[src/rtl/xrc_pkg.sv]
package xrc_pkg;

  typedef enum logic [1:0] {
    SQ_TX  = 2'd0,
    SQ_RXA = 2'd1,
    SQ_RXD = 2'd2,
    SQ_RUN = 2'd3
  } seq_st_t;

  // word addresses
  localparam int AD_FINE = 'h44;
  localparam int AD_MASK = 'h45;
  localparam int AD_LOOP = 'h61;
  localparam int AD_LTD  = 'h64;
  localparam int AD_LTR  = 'h65;
  localparam int AD_LOCK = 'h66;

  // fine-control bit positions
  localparam int FB_TX  = 1;
  localparam int FB_RXA = 2;
  localparam int FB_RXD = 3;

  function automatic seq_st_t seq_next(seq_st_t s);
    case (s)
      SQ_TX:   return SQ_RXA;
      SQ_RXA:  return SQ_RXD;
      default: return SQ_RUN;
    endcase
  endfunction

  function automatic logic addr_mapped(int a);
    return (a == AD_FINE) || (a == AD_MASK) || (a == AD_LOOP) ||
           (a == AD_LTD)  || (a == AD_LTR)  || (a == AD_LOCK);
  endfunction

endpackage

[src/rtl/xrc_sync.sv]
module xrc_sync #(
  parameter int W = 32
) (
  input  logic         clk,
  input  logic         rst,
  input  logic [W-1:0] d_i,
  output logic [W-1:0] q_o
);
  logic [W-1:0] stg1;
  logic [W-1:0] stg2;

  for (genvar i = 0; i < W; i++) begin : g_bit
    always_ff @(posedge clk or posedge rst) begin
      if (rst) begin
        stg1[i] <= 1'b0;
        stg2[i] <= 1'b0;
      end else begin
        stg1[i] <= d_i[i];
        stg2[i] <= stg1[i];
      end
    end
  end

  assign q_o = stg2;

  // a rising synchronized bit was high at the input two edges earlier
  a_r9_sync_latency: assert property (@(posedge clk) disable iff (rst)
    $rose(stg2[0]) |-> $past(d_i[0], 2));
endmodule

[src/rtl/xrc_seq.sv]
module xrc_seq
  import xrc_pkg::*;
#(
  parameter int HOLD_CYC = 8
) (
  input  logic    clk,
  input  logic    rst,
  output seq_st_t state_o,
  output logic    auto_tx_o,
  output logic    auto_rxa_o,
  output logic    run_o
);
  localparam int CNT_W = $clog2(HOLD_CYC) + 1;
  localparam logic [CNT_W-1:0] LAST = CNT_W'(HOLD_CYC - 1);

  seq_st_t          state;
  logic [CNT_W-1:0] cnt;
  logic             phase_end;

  assign phase_end = (cnt == LAST);

  always_ff @(posedge clk or posedge rst) begin
    if (rst) begin
      state <= SQ_TX;
      cnt   <= '0;
    end else if (state != SQ_RUN) begin
      if (phase_end) begin
        state <= seq_next(state);
        cnt   <= '0;
      end else begin
        cnt <= cnt + 1'b1;
      end
    end
  end

  assign state_o    = state;
  assign auto_tx_o  = (state == SQ_TX);
  assign auto_rxa_o = (state == SQ_TX) || (state == SQ_RXA);
  assign run_o      = (state == SQ_RUN);

  // phases only advance TX -> RXA -> RXD -> RUN
  a_r4_seq_order: assert property (@(posedge clk) disable iff (rst)
    (state != $past(state)) |-> (state == seq_next($past(state))));

  // a phase only ends after its full hold count
  a_r2_hold_len: assert property (@(posedge clk) disable iff (rst)
    (state != $past(state)) |-> ($past(cnt) == LAST));
endmodule

[src/rtl/xrc_csr.sv]
module xrc_csr
  import xrc_pkg::*;
#(
  parameter int NCH    = 32,
  parameter int ADDR_W = 8,
  parameter int DATA_W = 32
) (
  input  logic              clk,
  input  logic              rst,
  input  logic              wr_en,
  input  logic              rd_en,
  input  logic [ADDR_W-1:0] addr,
  input  logic [DATA_W-1:0] wdata,
  input  logic [NCH-1:0]    lock_sync,
  output logic [DATA_W-1:0] rdata,
  output logic [2:0]        fine_o,
  output logic [NCH-1:0]    mask_o,
  output logic [NCH-1:0]    loop_o,
  output logic [NCH-1:0]    ltd_o,
  output logic [NCH-1:0]    ltr_o
);
  logic [2:0]        fine_q;
  logic [NCH-1:0]    mask_q, loop_q, ltd_q, ltr_q;
  logic [DATA_W-1:0] rd_word;
  logic              fine_wr;
  logic              rd_unmapped;

  function automatic logic [DATA_W-1:0] widen(logic [NCH-1:0] v);
    logic [DATA_W-1:0] r;
    r = '0;
    r[NCH-1:0] = v;
    return r;
  endfunction

  assign fine_wr     = wr_en && (int'(addr) == AD_FINE);
  assign rd_unmapped = rd_en && !addr_mapped(int'(addr));

  always_ff @(posedge clk or posedge rst) begin
    if (rst) begin
      fine_q <= '0;
      mask_q <= '1;
      loop_q <= '0;
      ltd_q  <= '0;
      ltr_q  <= '0;
    end else if (wr_en) begin
      case (int'(addr))
        AD_FINE: fine_q <= wdata[FB_RXD:FB_TX];
        AD_MASK: mask_q <= wdata[NCH-1:0];
        AD_LOOP: loop_q <= wdata[NCH-1:0];
        AD_LTD:  ltd_q  <= wdata[NCH-1:0];
        AD_LTR:  ltr_q  <= wdata[NCH-1:0];
        default: ;
      endcase
    end
  end

  always_comb begin
    rd_word = '0;
    case (int'(addr))
      AD_FINE: rd_word[FB_RXD:FB_TX] = fine_q;
      AD_MASK: rd_word = widen(mask_q);
      AD_LOOP: rd_word = widen(loop_q);
      AD_LTD:  rd_word = widen(ltd_q);
      AD_LTR:  rd_word = widen(ltr_q);
      AD_LOCK: rd_word = widen(lock_sync);
      default: rd_word = '0;
    endcase
  end

  always_ff @(posedge clk or posedge rst) begin
    if (rst)        rdata <= '0;
    else if (rd_en) rdata <= rd_word;
  end

  assign fine_o = fine_q;
  assign mask_o = mask_q;
  assign loop_o = loop_q;
  assign ltd_o  = ltd_q;
  assign ltr_o  = ltr_q;

  // fine-control bits only change on a write to their address
  a_r5_fine_sticky: assert property (@(posedge clk) disable iff (rst)
    !fine_wr |=> $stable(fine_q));

  // reading an unmapped address yields zero
  a_r10_unmapped_zero: assert property (@(posedge clk) disable iff (rst)
    rd_unmapped |=> (rdata == '0));

  // read data holds without a read strobe
  a_r11_rdata_hold: assert property (@(posedge clk) disable iff (rst)
    !rd_en |=> $stable(rdata));
endmodule

[src/rtl/xcvr_rst_ctl.sv]
module xcvr_rst_ctl
  import xrc_pkg::*;
#(
  parameter int NCH      = 32,
  parameter int ADDR_W   = 8,
  parameter int DATA_W   = 32,
  parameter int HOLD_CYC = 8
) (
  input  logic              mgmt_clk,
  input  logic              mgmt_rst,
  input  logic              bus_wr,
  input  logic              bus_rd,
  input  logic [ADDR_W-1:0] bus_addr,
  input  logic [DATA_W-1:0] bus_wdata,
  output logic [DATA_W-1:0] bus_rdata,
  input  logic [NCH-1:0]    lock_data_i,
  output logic [NCH-1:0]    tx_dig_rst_o,
  output logic [NCH-1:0]    rx_ana_rst_o,
  output logic [NCH-1:0]    rx_dig_rst_o,
  output logic [NCH-1:0]    loopback_o,
  output logic [NCH-1:0]    cdr_lock_data_o,
  output logic [NCH-1:0]    cdr_lock_ref_o
);
  logic [NCH-1:0] lock_sync;
  logic [2:0]     fine;
  logic [NCH-1:0] mask, ltd, ltr;
  seq_st_t        seq_state;
  logic           auto_tx, auto_rxa, seq_run;
  logic           manual;
  logic [NCH-1:0] auto_rxd;

  xrc_sync #(.W(NCH)) u_sync (
    .clk(mgmt_clk), .rst(mgmt_rst), .d_i(lock_data_i), .q_o(lock_sync)
  );

  xrc_seq #(.HOLD_CYC(HOLD_CYC)) u_seq (
    .clk(mgmt_clk), .rst(mgmt_rst), .state_o(seq_state),
    .auto_tx_o(auto_tx), .auto_rxa_o(auto_rxa), .run_o(seq_run)
  );

  xrc_csr #(.NCH(NCH), .ADDR_W(ADDR_W), .DATA_W(DATA_W)) u_csr (
    .clk(mgmt_clk), .rst(mgmt_rst), .wr_en(bus_wr), .rd_en(bus_rd),
    .addr(bus_addr), .wdata(bus_wdata), .lock_sync(lock_sync),
    .rdata(bus_rdata), .fine_o(fine), .mask_o(mask), .loop_o(loopback_o),
    .ltd_o(ltd), .ltr_o(ltr)
  );

  assign manual = (|ltd) || (|ltr);

  for (genvar i = 0; i < NCH; i++) begin : g_ch
    assign auto_rxd[i] = !seq_run || !lock_sync[i];
  end

  assign tx_dig_rst_o = {NCH{auto_tx}} | ({NCH{fine[0]}} & mask);
  assign rx_ana_rst_o = (manual ? '0 : {NCH{auto_rxa}}) | ({NCH{fine[1]}} & mask);
  assign rx_dig_rst_o = (manual ? '0 : auto_rxd) | ({NCH{fine[2]}} & mask);

  assign cdr_lock_data_o = ltd;
  assign cdr_lock_ref_o  = ltr;

  // outside the TX phase, masked-off channels never see TX reset
  a_r6_mask_gate: assert property (@(posedge mgmt_clk) disable iff (mgmt_rst)
    !auto_tx |-> ((tx_dig_rst_o & ~mask) == '0));

  // in manual mode RX analog reset follows only the software bit
  a_r7_manual_rx: assert property (@(posedge mgmt_clk) disable iff (mgmt_rst)
    (manual && !fine[1]) |-> (rx_ana_rst_o == '0));

  // RX analog auto reset is never released before TX
  a_r3_order: assert property (@(posedge mgmt_clk) disable iff (mgmt_rst)
    (seq_state == SQ_TX) |-> auto_rxa);
endmodule

[config.mk]
export PLATFORM = sky130hd
export DESIGN_NAME = xcvr_rst_ctl
export DESIGN_NICKNAME = d
export VERILOG_FILES = /design/src/rtl/xrc_pkg.sv /design/src/rtl/xrc_sync.sv /design/src/rtl/xrc_seq.sv /design/src/rtl/xrc_csr.sv /design/src/rtl/xcvr_rst_ctl.sv
export SDC_FILE = /design/constraint.sdc
export NUM_CORES = 1
export LEC_CHECK = 0
export BUFFER_PORTS_ARGS = -buffer_cell sky130_fd_sc_hd__buf_2
export CORE_MARGIN = 2
export CORE_UTILIZATION = 55
export CTS_CLUSTER_DIAMETER = 30
export CTS_CLUSTER_SIZE = 8
export DETAILED_ROUTE_END_ITERATION = 10
export GPL_ROUTABILITY_DRIVEN = 0
export PLACE_DENSITY_LB_ADDON = 0.3
export RECOVER_POWER = 100
export SETUP_SLACK_MARGIN = 0.2
export SYNTH_ARGS = -nofsm -noshare
export SYNTH_HDL_FRONTEND = slang
export SYNTH_SLANG_ARGS = --single-unit
[constraint.sdc]
create_clock -name mgmt_clk -period 23.8 [get_ports mgmt_clk]
set_input_delay 3.57 -clock mgmt_clk [delete_from_list [all_inputs] [get_ports mgmt_clk]]
set_output_delay 3.57 -clock mgmt_clk [all_outputs]
set_load 0.01 [all_outputs]
; ---- Word level (Yosys, flattened, before mapping)
; Index checks and enable logic that the tools add are counted.
[totals]
register_bits = 233
in_bits = 76
word_cells = 172
output_inout_bits = 224
[classes]
eq_ne = 10
bitwise_logic = 6
addsub = 1
n_mux = 7
reduce_logical = 76
[ops]
columns = op, count
row1 = $pmux W28 S5, 1
row2 = $and A32 B32 Y32, 3
row3 = $or A32 B32 Y32, 3
row4 = $mux W32, 2
row5 = $reduce_or A32 Y1, 2
row6 = $eq A8 B7 Y1 const B, 6
row7 = $logic_or A1 B1 Y1, 34
row8 = $logic_not A1 Y1, 33
row9 = $pmux W3 S6, 1
row10 = $reduce_and A2 Y1, 6
row11 = $pmux W1 S5, 1
row12 = $add A4 B1 Y4 const B, 1
row13 = $eq A4 B3 Y1 const B, 1
row14 = $mux W4, 1
row15 = $pmux W2 S2, 1
row16 = $eq A2 B1 Y1 const B, 1
row17 = $eq A2 B2 Y1 const B, 1
row18 = $logic_not A2 Y1, 1
row19 = $ne A2 B2 Y1 const B, 1

; ---- Depth between registers and ports, before layout
[logic_depth]
depth_word = 5
depth_mapped = 7
ltp_nobuf = 5

; ---- Modules after synthesis
; Synthesis repeated with hierarchy kept, for this count alone.
[hier_totals]
hier_cells = 842
hier_area_um2 = 10528.8
[by_module_without_submodules]
columns = mod, seq_area_each_um2, area_per_inst_um2, n_inst, cells_each
row1 = xrc_csr, 4119.0, 7374.6, 1, 578
row2 = xrc_sync, 1601.5, 1605.3, 1, 65
row3 = xcvr_rst_ctl, 0.0, 1276.2, 1, 173
row4 = xrc_seq, 150.1, 272.8, 1, 26

; ---- Least setup slack after synthesis
; Ideal clock, no wire load.
[synth_timing]
path_kind = register to output
startpoint = reg u_csr.ltr_q[3] (netlist: u_csr.ltr_o[3])
endpoint = out rx_ana_rst_o[10]
required_ns = 20.230
stages_incl_launch_ff = 6
path_slack_ns = 18.448
path_buffers = 1
t_arrival_ns = 1.782
cell_sequence = dfrtp_1 nor4_1 nand4_1 or4_4 buf_4 o21ai_1
[synth_between]
elab_chain_cells = 4
[synth_rtl]
columns = item, line_no
row1 = start: declaration, xrc_csr.sv:23  ; logic [NCH-1:0] mask_q, loop_q, ltd_q, ltr_q;
row2 = start signal: assignment, xrc_csr.sv:51  ; AD_LTR: ltr_q <= wdata[NCH-1:0];
row3 = $reduce_or A32 Y1, xcvr_rst_ctl.sv:48  ; assign manual = (|ltd) || (|ltr);
row4 = $logic_or A1 B1 Y1, xcvr_rst_ctl.sv:48
row5 = $mux W32, xcvr_rst_ctl.sv:55  ; assign rx_ana_rst_o = (manual ? '0 : {NCH{auto_rxa}}) | ({NCH{fine[1]}} & mask);
row6 = $or A32 B32 Y32, xcvr_rst_ctl.sv:55
row7 = end: declaration, xcvr_rst_ctl.sv:18  ; output logic [NCH-1:0] rx_ana_rst_o,
; Every way passes these cells.

; ---- Worst setup path in the final report
[layout_timing]
startpoint = in bus_addr[0]
endpoint = reg u_csr.ltd_q[25] (netlist: u_csr.ltd_o[25])
[layout_between]
elab_chain_cells = 2
[layout_rtl]
columns = item, line_no
row1 = start: declaration, xcvr_rst_ctl.sv:13  ; input logic [ADDR_W-1:0] bus_addr,
row2 = $eq A8 B7 Y1, xrc_csr.sv:46  ; case (int'(addr))
row3 = $reduce_and A2 Y1 (no line), -
row4 = end signal: assignment, xrc_csr.sv:50  ; AD_LTD: ltd_q <= wdata[NCH-1:0];
row5 = end: declaration, xrc_csr.sv:23
; Every way passes these cells.
; A chain may end at the register's enable or synchronous reset.

==> impl_metrics.csv <==
group,metric,value,unit
clock_tree,cts_buffers,47,
power,swShare,23.5,%
routing,wl_per_cell,24.2,µm
routing,vias,8851,
power,p_switching,0.000280,W
status,failed_checks,"max-capacitance violations, max-slew violations",
clock_tree,clkTransAtPathRegs,0.05,ns
setup_path,path_class,"in -> reg",
setup_path,crit_chain,"clkbuf_1 -> nor4b_1 -> nand3_1 -> mux2_1",
setup_path,r2r-end,"u_seq.cnt[3]",
status,status,"finished, violations left",
placed_design,dp_hpwl,21700,µm
setup_path,worst-path-max-fanout,43,
sta,max_freq,102,MHz
setup_path,regToRegSetupSlack,20.79,ns
clock_tree,cts_resized,0,
floorplan,dieArea,0.0200,mm²
sta,worst_pin_slew,4.04,ns
clock_tree,cts_tree,"built",
synthesis,synth_area_leaders,"dfrtp_1 48%, mux2_2 16%, dfstp_2 8.1%",
power,leakagePower,6.35,nW
run,max_cap_violations,14,
setup_path,worst-endpoint-arrival,10.19,ns
setup_path,cp.required,24.19,ns
clock_tree,root_buffer,"clkbuf_16",
synthesis,synth_top_area_share,48.5,%
layout,area_delta_synth_final,28.2,%
global_routing,grt_pass1_wl,50700,µm
clock_tree,clkSinkCount,233,
synthesis,synth_edf_count,0,
routing,viasPerCell,6.22,
routing,drt.antenna.violating_nets,0,
synthesis,synth_area,0.0104,mm²
sta,drv_slew,584,
min_path,hold-path-endpoint,"u_sync.q_o[4]",
power,p_per_area,89.7,mW/mm²
routing,detailroute.wirelength.met3,3550,µm
routing,drt_first_pass_iters,8,
routing,route.detailed.drc,0,
power,sequentialPowerShare,36.7,%
sta,fin_crit,9.80,ns
synthesis,ys_seq_area_share,56.6,%
sta,tns,0,ns
clock_tree,htreeDepth,2,
synthesis,synth_flop_cell,"dfrtp_1",
sta,rsz0062_at_grt,"no",
synthesis,yosysTopAreaCell,"dfrtp_1",
global_routing,grt_pass1_vias,8825,
layout,fillers,1424,
synthesis,synth_cell_types,39,
sta,setup_viol,0,
min_path,whs_path_depth,0,
floorplan,rows,50,
routing,met1Wirelength,13200,µm
sta,relSlewSlack,-169,%
power,internal-power,0.000912,W
clock_tree,post_cts_buffers,0,
setup_path,rr_worst_depth,3,
floorplan,die_x,141,µm
min_path,min-delay-path-class,"reg -> reg",
layout,drive_gt1_share,31.3,%
placed_design,place_area,0.0120,mm²
power,clock_power_share,55.8,%
floorplan,initial_core_util,55.8,%
floorplan,die_h,141,µm
synthesis,synth.most_common_cell,"dfrtp_1",
min_path,min-delay-start,"u_sync.stg1[4]",
synthesis,yosysWarningCount,0,
global_routing,grt_usage,33.8,%
setup_path,r2r_start,"u_seq.state_o[0]",
synthesis,syn_inst,860,
routing,drt-initial-drc-count,750,
floorplan,core,0.0186,mm²
floorplan,pin_count,300,
setup_path,critical-path-max-stage-delay,2.76,ns
layout,utilization,71.6,%
global_routing,grt_antenna_before_repair,2,
setup_path,cp-end-kind,"flop",
placed_design,io_buffer_count,299,
global_routing,grt-ovfl-total,0,
sta,fin_skew,0.0190,ns
routing,drt_wl_total,34400,µm
routing,highest_layer,"met4",
layout,fin_nets,1227,
synthesis,syn-mean-instance-area,12.1,µm²
clock_tree,ctsHoldBuffers,0,
sta,finalHoldViolCount,0,
layout,design_area,0.0133,mm²
synthesis,synth_seq_cells,233,
routing,wl_met2,16400,µm
sta,fin_crit_sh,41.2,%
synthesis,syn_nets,937,
global_routing,grt_max_degree,92,
synthesis,async_reset_ff_share,100,%
setup_path,startpoint_type,"input port",
setup_path,critPathSlowestCell,"nor4b_1",
power,ir_drop,0.0569,mV
clock_tree,clockBufferDepth,3,
clock_tree,clock_latency,0.53,ns
power,comb_power_share,7.5,%
synthesis,synthTopCellsByCount,"201 x dfrtp_1, 147 x mux2_2, 95 x nand2_1",
[sequential cells by signal, indices dropped and copies added (netlist names)]
| register | count |
|---|---|
| u_csr.fine_o | 3 |
| u_seq.cnt | 4 |
| u_csr.ltr_o | 32 |
| u_csr.mask_o | 32 |
| u_csr.ltd_o | 32 |
| u_csr.loop_o | 32 |
| u_sync.stg1 | 32 |
| u_seq.state_o | 2 |
| u_csr.rdata | 32 |
| u_sync.q_o | 32 |
[worst max path at each step]
stage	slack [ns]	start	to	depth (start not counted)
floorplan	13.89	mgmt_rst	u_csr.fine_o[0]	1
global placement	17.13	bus_addr[0]	u_csr.ltd_o[5]	4
detailed placement	17.05	bus_addr[0]	u_csr.ltd_o[2]	4
CTS	16.67	u_csr.ltd_o[27]	rx_dig_rst_o[20]	6
global route	13.37	mgmt_rst	u_csr.loop_o[14]	3
finish	14.00	bus_addr[0]	u_csr.ltd_o[25]	4
[worst max-delay path, delay by kind of cell]
| family | cells | cell delay (ns) |
|---|---|---|
| buf+inv | 1 | 0.90 |
| simple gates | 2 | 4.84 |
| mux | 1 | 0.85 |
[cell usage in the layout (no fill, tap or decap), types with 6 or more instances in the layout]
cell       synthesis  routed
a21o_1            34      34
a21oi_1           12      12
a221oi_1           9       9
a222oi_1          21      21
a22o_1            37      37
a31oi_1           27      27
buf_2             19     107
buf_4              3       7
bufinv_16          0       7
clkbuf_1          41     208
clkbuf_16          0      49
clkinv_2           0       9
dfrtp_1          201     201
dfstp_2           32      32
inv_1              7       6
mux2_1             6       7
mux2_2           147     146
nand2_1           95      95
nand2b_1          22      22
nand3_1           10      10
nand3b_1          18      18
nor2_1            26      26
nor4_1            16      17
o21ai_0            8      37
[through the flow]
| step | cells | power [W] | setup WS [ns] | hold WS, ns |
|---|---|---|---|---|
| global route | 1422 | 0.00123 | 13.37 | 0.349 |
| global placement | 1335 | 0.000535 | 17.13 | 0.332 |
| floorplan | 860 | 0.000489 | 13.89 | 0.331 |
| detailed placement | 1335 | 0.000537 | 17.05 | 0.335 |
| CTS | 1421 | 0.00120 | 16.67 | 0.343 |
| finish | 1423 | 0.00119 | 14.00 | 0.341 |
[area by class of cell]
| class | instances | area [µm²] | area share [%] |
|---|---|---|---|
| multi-input cells | 550 | 4150 | 31.2 |
| inverters | 7 | 27.5 | 0.207 |
| clock buffers | 64 | 1320 | 9.94 |
| flip-flops and latches | 233 | 5870 | 44.1 |
| clock inverters | 22 | 302 | 2.27 |
| diodes | 2 | 5.00 | 0.0376 |
| repair buffers | 311 | 1330 | 9.98 |
| well taps | 234 | 293 | 2.20 |
[routing by layer]
metal / GRT usage [%] / up-vias
met1: 43.0 / 4443
met5: 0 / -
met4: 15.2 / 0
met3: 9.21 / 89
li1: - / 3760
met2: 54.5 / 559
[cells by family (layout without fill, tap and decap cells)]
kind of cell | Yosys count | after routing | synth area share (%)
muxes | 153 | 153 | 16.6
AOI/OAI and AO/OA | 184 | 184 | 12.9
adders and majority gates | 1 | 1 | 0.121
buffers and inverters | 77 | 404 | 3.12
DFF | 233 | 233 | 56.6
xor gates and xnor gates | 1 | 1 | 0.0844
and+or+nand+nor | 211 | 211 | 10.6
other | 0 | 2 | 0
[power groups by stage]
stage | logic (W) | registers, W | clock network (W)
after floorplan | 0.0000486 | 0.000440 | 0
after global placement | 0.0000942 | 0.000441 | 0
after detailed placement | 0.0000954 | 0.000442 | 0
after CTS | 0.0000961 | 0.000436 | 0.000671
after global routing | 0.0000966 | 0.000439 | 0.000691
final | 0.0000894 | 0.000438 | 0.000665
(Power assumes the default switching activity.)
